`src/rtl/dmach_pkg.sv`:
```
package dmach_pkg;

   localparam int CFG_W = 15;

   typedef struct packed {
      logic       err_ie;
      logic       ht_ie;
      logic       tc_ie;
      logic [1:0] prio;
      logic [1:0] msize;
      logic [1:0] psize;
      logic       minc;
      logic       pinc;
      logic       dir;
      logic       circ;
      logic       m2m;
      logic       en;
   } cfg_t;

   typedef enum logic [1:0] {
      ST_IDLE = 2'd0,
      ST_RD   = 2'd1,
      ST_WR   = 2'd2
   } st_t;

   // bytes per unit for a size code; code 3 is treated as a word
   function automatic logic [2:0] step_bytes(input logic [1:0] sz);
      case (sz)
         2'd0:    return 3'd1;
         2'd1:    return 3'd2;
         default: return 3'd4;
      endcase
   endfunction

endpackage

```
`src/rtl/dmach_cfg.sv`:
```
module dmach_cfg
   import dmach_pkg::*;
(
   input  logic clk,
   input  logic rst_n,
   input  logic we,
   input  cfg_t wdata,
   input  logic err_clr,
   output cfg_t q,
   output logic arm
);

   assign arm = we && wdata.en && !q.en;

   always_ff @(posedge clk or negedge rst_n) begin
      if (!rst_n) begin
         q <= '0;
      end else begin
         if (we) q <= wdata;
         if (err_clr) q.en <= 1'b0;
      end
   end

endmodule

```
`src/rtl/dmach_ptr.sv`:
```
module dmach_ptr
   import dmach_pkg::*;
#(
   parameter int AW = 32
) (
   input  logic          clk,
   input  logic          rst_n,
   input  logic          wr_en,
   input  logic [AW-1:0] wr_val,
   input  logic          arm,
   input  logic          step,
   input  logic          inc,
   input  logic [1:0]    size,
   input  logic          rewind,
   output logic [AW-1:0] cur
);

   logic [AW-1:0] base;

   always_ff @(posedge clk or negedge rst_n) begin
      if (!rst_n) begin
         cur  <= '0;
         base <= '0;
      end else begin
         if (arm) base <= cur;
         if (wr_en)             cur <= wr_val;
         else if (rewind)       cur <= base;
         else if (step && inc)  cur <= cur + AW'(step_bytes(size));
      end
   end

   assert_rewind_R7: assert property (@(posedge clk) disable iff (!rst_n)
      (rewind && !wr_en) |=> (cur == $past(base)));

endmodule

```
`src/rtl/dmach_cnt.sv`:
```
module dmach_cnt #(
   parameter int CW = 16
) (
   input  logic          clk,
   input  logic          rst_n,
   input  logic          wr_en,
   input  logic [CW-1:0] wr_val,
   input  logic          arm,
   input  logic          dec,
   input  logic          circ,
   input  logic          en,
   output logic [CW-1:0] count,
   output logic          evt_tc,
   output logic          evt_ht
);

   logic [CW-1:0] reload;
   logic [CW-1:0] next_cnt;
   logic          live, hit_zero, hit_half;

   assign live     = dec && (count != '0);
   assign next_cnt = count - CW'(1);
   assign hit_zero = (next_cnt == '0);
   assign hit_half = (next_cnt == (reload >> 1));

   always_ff @(posedge clk or negedge rst_n) begin
      if (!rst_n) begin
         count  <= '0;
         reload <= '0;
         evt_tc <= 1'b0;
         evt_ht <= 1'b0;
      end else begin
         evt_tc <= live && hit_zero;
         evt_ht <= live && hit_half;
         if (arm) reload <= count;
         if (wr_en)      count <= wr_val;
         else if (live)  count <= (hit_zero && circ) ? reload : next_cnt;
      end
   end

   assert_lock_R2: assert property (@(posedge clk) disable iff (!rst_n)
      (en && !dec) |=> $stable(count));

   assert_step_R3: assert property (@(posedge clk) disable iff (!rst_n)
      (live && !wr_en && (count > CW'(1))) |=> (count == $past(count) - CW'(1)));

   assert_end_R6: assert property (@(posedge clk) disable iff (!rst_n)
      evt_tc |-> ((count == '0) || (count == reload)));

endmodule

```
`src/rtl/dmach_top.sv`:
```
module dmach_top
   import dmach_pkg::*;
#(
   parameter int AW = 32,
   parameter int DW = 32,
   parameter int CW = 16
) (
   input  logic          clk,
   input  logic          rst_n,
   input  logic          reg_we,
   input  logic [1:0]    reg_addr,
   input  logic [31:0]   reg_wdata,
   output logic [31:0]   reg_rdata,
   input  logic          periph_req,
   output logic          periph_ack,
   output logic          bus_valid,
   output logic          bus_write,
   output logic [AW-1:0] bus_addr,
   output logic [1:0]    bus_size,
   output logic [DW-1:0] bus_wdata,
   input  logic          bus_ready,
   input  logic [DW-1:0] bus_rdata,
   input  logic          bus_err,
   output logic          evt_tc,
   output logic          evt_ht,
   output logic          evt_err,
   output logic          irq
);

   localparam int RW     = 32;
   localparam int NPTR   = 2;
   localparam int PTR_IX = 2;

   generate
      if (AW < 8 || AW > RW) begin : g_bad_aw
         $error("dmach_top: AW must lie in 8..32");
      end
      if (CW < 2 || CW > RW) begin : g_bad_cw
         $error("dmach_top: CW must lie in 2..32");
      end
      if (DW < 32 || (DW % 8) != 0) begin : g_bad_dw
         $error("dmach_top: DW must be a byte multiple of at least 32");
      end
   endgenerate

   cfg_t          cfg;
   logic          arm;
   st_t           st;
   logic [DW-1:0] data_q;
   logic          evt_err_q, ack_q;
   logic [CW-1:0] count;
   logic [AW-1:0] ptr_q [NPTR];
   logic          unit_done, err_hit, wrap, circ_eff, launch, dst_side;

   assign circ_eff  = cfg.circ & ~cfg.m2m;
   assign launch    = cfg.en && (count != '0) && (cfg.m2m || periph_req);
   assign err_hit   = (st != ST_IDLE) && bus_ready && bus_err;
   assign unit_done = (st == ST_WR) && bus_ready && !bus_err;
   assign wrap      = unit_done && circ_eff && (count == CW'(1));

   dmach_cfg u_cfg (
      .clk     (clk),
      .rst_n   (rst_n),
      .we      (reg_we && (reg_addr == 2'd0)),
      .wdata   (cfg_t'(reg_wdata[CFG_W-1:0])),
      .err_clr (err_hit),
      .q       (cfg),
      .arm     (arm)
   );

   dmach_cnt #(.CW(CW)) u_cnt (
      .clk    (clk),
      .rst_n  (rst_n),
      .wr_en  (reg_we && (reg_addr == 2'd1) && !cfg.en),
      .wr_val (reg_wdata[CW-1:0]),
      .arm    (arm),
      .dec    (unit_done),
      .circ   (circ_eff),
      .en     (cfg.en),
      .count  (count),
      .evt_tc (evt_tc),
      .evt_ht (evt_ht)
   );

   // index 0: peripheral side, index 1: memory side
   for (genvar gi = 0; gi < NPTR; gi++) begin : g_ptr
      dmach_ptr #(.AW(AW)) u_ptr (
         .clk    (clk),
         .rst_n  (rst_n),
         .wr_en  (reg_we && (reg_addr == 2'(gi + PTR_IX))),
         .wr_val (reg_wdata[AW-1:0]),
         .arm    (arm),
         .step   (unit_done),
         .inc    ((gi == 0) ? cfg.pinc : cfg.minc),
         .size   ((gi == 0) ? cfg.psize : cfg.msize),
         .rewind (wrap),
         .cur    (ptr_q[gi])
      );
   end

   always_ff @(posedge clk or negedge rst_n) begin
      if (!rst_n) begin
         st        <= ST_IDLE;
         data_q    <= '0;
         evt_err_q <= 1'b0;
         ack_q     <= 1'b0;
      end else begin
         evt_err_q <= err_hit;
         ack_q     <= unit_done && !cfg.m2m;
         case (st)
            ST_IDLE: if (launch) st <= ST_RD;
            ST_RD: if (bus_ready) begin
               if (bus_err) st <= ST_IDLE;
               else begin
                  st     <= ST_WR;
                  data_q <= bus_rdata;
               end
            end
            ST_WR:   if (bus_ready) st <= ST_IDLE;
            default: st <= ST_IDLE;
         endcase
      end
   end

   // read phase addresses the source side, write phase the other one
   assign bus_valid  = (st != ST_IDLE);
   assign bus_write  = (st == ST_WR);
   assign dst_side   = bus_write ^ cfg.dir;
   assign bus_addr   = dst_side ? ptr_q[1] : ptr_q[0];
   assign bus_size   = dst_side ? cfg.msize : cfg.psize;
   assign bus_wdata  = data_q;
   assign periph_ack = ack_q;
   assign evt_err    = evt_err_q;
   assign irq        = (evt_tc & cfg.tc_ie) | (evt_ht & cfg.ht_ie) | (evt_err_q & cfg.err_ie);

   always_comb begin
      case (reg_addr)
         2'd0:    reg_rdata = RW'(cfg);
         2'd1:    reg_rdata = RW'(count);
         2'd2:    reg_rdata = RW'(ptr_q[0]);
         default: reg_rdata = RW'(ptr_q[1]);
      endcase
   end

   assert_hold_R11: assert property (@(posedge clk) disable iff (!rst_n)
      (bus_valid && !bus_ready) |=> (bus_valid && $stable(bus_addr) && $stable(bus_write) && $stable(bus_wdata)));

   assert_err_halt_R9: assert property (@(posedge clk) disable iff (!rst_n)
      evt_err |-> !cfg.en);

   assert_wait_req_R12: assert property (@(posedge clk) disable iff (!rst_n)
      ((st == ST_IDLE) && !cfg.m2m && !periph_req) |=> !bus_valid);

endmodule

```
`config.mk`:
```
export PLATFORM = sky130hd
export DESIGN_NAME = dmach_top
export DESIGN_NICKNAME = d
export VERILOG_FILES = /design/src/rtl/dmach_pkg.sv /design/src/rtl/dmach_cfg.sv /design/src/rtl/dmach_ptr.sv /design/src/rtl/dmach_cnt.sv /design/src/rtl/dmach_top.sv
export SDC_FILE = /design/constraint.sdc
export NUM_CORES = 1
export LEC_CHECK = 0
export BUFFER_PORTS_ARGS = -buffer_cell sky130_fd_sc_hd__buf_2
export CAP_MARGIN = 20
export CORE_MARGIN = 4
export CORE_UTILIZATION = 58
export CTS_CLUSTER_SIZE = 30
export DETAILED_ROUTE_END_ITERATION = 7
export GPL_TIMING_DRIVEN = 0
export PLACE_DENSITY = 0.83
export SLEW_MARGIN = 20
export SYNTH_ARGS = -nofsm -noshare
export SYNTH_HDL_FRONTEND = slang
export SYNTH_SLANG_ARGS = --single-unit
```
`constraint.sdc`:
```
create_clock -name clk -period 3.3 [get_ports clk]
set_input_delay 0 -clock clk [delete_from_list [all_inputs] [get_ports clk]]
set_output_delay 0 -clock clk [all_outputs]
set_load 0.1 [all_outputs]
```
==> qor.yml <==
run_status: "completed"
synthFlopType: "dfrtp_1"
drt_iter0_drc: 1740
remaining_drc_errors: 0
cp_slowest_cell: "clkbuf_1"
vdd_drop_max_v: 0.00117
arrival_ns: 3.26
synth.area.top_cells: "dfrtp_1 (43%), mux2_2 (14%), o21ai_0 (3.6%)"
synth-simple-area-share_pct: 17.7
rsz0062_at_grt: "false"
antenna_cells: 0
grt_max_degree: 95
crit_chain: "nor2b_2 -> xnor2_2 -> clkbuf_1 -> mux2_2 -> buf_2"
yosysUniqueCellTypes: 76
period_minus_slack_ns: 3.26
clkLatencyLatePin_ns: 0.54
overflow: 0
core_area_um2: 21200
worstPathRequired_ns: 3.30
grt_pass1_vias: 12300
skew_ns: 0.0252
cts_tree: "done"
area_growth_syn_to_layout_pct: 22.9
drive_above_1_share_pct: 28.5
synth_fa_ha_area_share_pct: 1.12
io_pins: 177
cts_sinks: 213
end_kind: "output pin"
cp_top_family: "buffers and inverters"
worst-path-buf-inv: 2
dp_hpwl_um: 33800
cts_max_level: 1
syn_inst: 1249
nets: 1609
synth_area_per_cell_um2: 10.0
die_area_um2: 24000
cap_violations: 0
setup_viol: 0
final_area_um2: 15400
fin_crit_sh_pct: 98.8
maxSlewHeadroom_pct: 23.9
yosysTopAreaCell: "dfrtp_1"
hold_viol: 0
viasPerCell: 6.87
antenna_found_initial: 1
final_cell_mix: "dfrtp_1 (213), buf_2 (191), mux2_2 (152)"
grt_util_all_layers_pct: 39.7
tightest_slew_ns: 1.13
slew_viol_final: 0
synth_compound_area_share_pct: 11.9
async_reset_ff_share_pct: 100
vias: 12500
layout_commonest_cell: "dfrtp_1"
synth_edf_count: 0
worst-setup-path-type: "reg -> out"
slowest_delay_ns: 0.64
hold_path_class: "in -> async"
start_kind: "flip-flop"
root_buffer: "clkbuf_16"
power.leakage_nw: 6.62
synth_nets: 1331
seq_area_frac_synth_pct: 42.6
gp_congestion: 1.03
synth_top_cell_area_share_pct: 42.6
clk_pin_slew_ns: 0.06
synth.mux.area_fraction_pct: 18.5
yosys_warnings: 0
die_h_um: 155
wirelength_um: 49000
max_freq_mhz: 307
grt_pass1_wl_um: 73000
crit_path_max_fanout: 10
antenna_left: 0
numCtsBuffers: 24
die_x_um: 155
holdWs_ns: 0.0431
p_per_area_nw_per_um2: 966
synth_seq_cells: 213
placed_area_um2: 13800
synth_top_family_by_area: "multiplexers"
clock_path_buffers: 3
drt-pass1-iter-count: 6
port-buffer-count: 176
wl_per_cell_um: 26.9
rows: 53
initial_core_util_pct: 59.2
yosys.area_share.xor_xnor_pct: 4.66
syn_area_um2: 12500
[where the power goes]
group / leakage (nW) / internal (mW) / switching (mW)
sequential: 2.56 / 3.58 / 0.900
combinational: 3.67 / 2.02 / 5.71
clock: 0.383 / 1.52 / 1.13
[final cells by class]
class	count	area, µm²
well taps	275	344
fillers	1453	5770
clock inverters	10	88.8
clock buffers	31	677
repair buffers	252	1690
inverters	10	37.5
flip-flops and latches	213	5330
multi-input cells	929	6800
plain buffers	97	415
[cells by family (layout without fill, tap and decap cells)]
| logic type | count (synthesis) | count (layout) |
|---|---|---|
| multiplexers | 193 | 193 |
| adder cells (fa/ha/maj) | 10 | 10 |
| AND/OR/NAND/NOR | 420 | 420 |
| flip-flops | 213 | 213 |
| AO/OA/AOI/OAI | 241 | 241 |
| XOR/XNOR | 65 | 65 |
| buffers and inverters | 107 | 400 |
[state kept, by name, indices dropped and copies added, names as in the netlist]
| name | flops |
|---|---|
| u_cfg.q | 15 |
| u_cnt.reload | 16 |
| st | 2 |
| evt_err | 1 |
| g_ptr.u_ptr.cur | 64 |
| g_ptr.u_ptr.base | 64 |
| periph_ack | 1 |
| u_cnt.evt_ht | 1 |
| u_cnt.evt_tc | 1 |
| bus_wdata | 32 |
| u_cnt.count | 16 |
[repair_timing]
action	CTS	global route
resized for setup	1	7
buffers inserted	1	0
endpoints found under the hold margin	338	2
setup endpoints to repair	5	15
hold buffers	72	1
[stage by stage]
step / setup slack [ns] / instances / util [%] / setup TNS, ns / power [mW]
after global placement: -1.40 / 1700 / 65.0 / -295.36 / 11.7
final: 0.0412 / 1817 / 72.7 / 0 / 14.9
after global routing: 0.00773 / 1817 / 72.7 / 0 / 15.3
after floorplan: -0.0816 / 1249 / - / -0.163 / 10.2
after detailed placement: 0.00682 / 1702 / 65.3 / 0 / 11.9
after CTS: 0.0508 / 1816 / 72.4 / 0 / 14.6
[synth_stat cells, types with 4 or more instances]
master	number
dfrtp_1	213
mux2_2	152
nand2_1	106
o21ai_0	90
nor2_1	78
clkbuf_1	62
nand3_1	59
a21oi_1	45
xnor2_1	37
a31oi_1	29
xor2_1	27
mux2i_1	26
nor2b_1	23
or3_1	22
nand4_1	20
nor3_1	20
buf_2	16
and3_1	14
mux4_2	14
and2_1	13
nor4_1	12
buf_1	11
inv_1	10
o211ai_1	9
o31ai_1	9
and4_1	8
buf_4	8
ha_1	8
or4_1	8
a21o_1	7
a221oi_1	7
nor4_2	5
a22o_1	4
[tightest hold or removal path, delay by kind of cell]
kind     cells  cell delay, ns
buf+inv      3            0.94
[routing by layer]
layer	global-route usage, %	up-vias	part of all wire (%)
met5	0	-	0.031
met4	21.2	2	7.5
met3	11.9	323	14
met2	61.6	1074	44
met1	50.4	5956	35
li1	-	5135	-
[path summary, 6_finish.rpt]
check	depth (start not counted)	end	slack (ns)	start
setup / recovery	5	bus_addr[10]	0.04	st[1]
hold / removal	3	u_cnt.reload[12]	0.04	rst_n
setup reg to reg	10	g_ptr[0].u_ptr.cur[6]	0.09	u_cnt.count[4]
hold reg to reg	2	g_ptr[1].u_ptr.base[27]	0.49	g_ptr[1].u_ptr.base[27]
max in group asynchronous	3	g_ptr[0].u_ptr.base[29]	2.76	rst_n
min in group clk	4	g_ptr[1].u_ptr.cur[15]	0.14	reg_we
(Power assumes the default switching activity.)
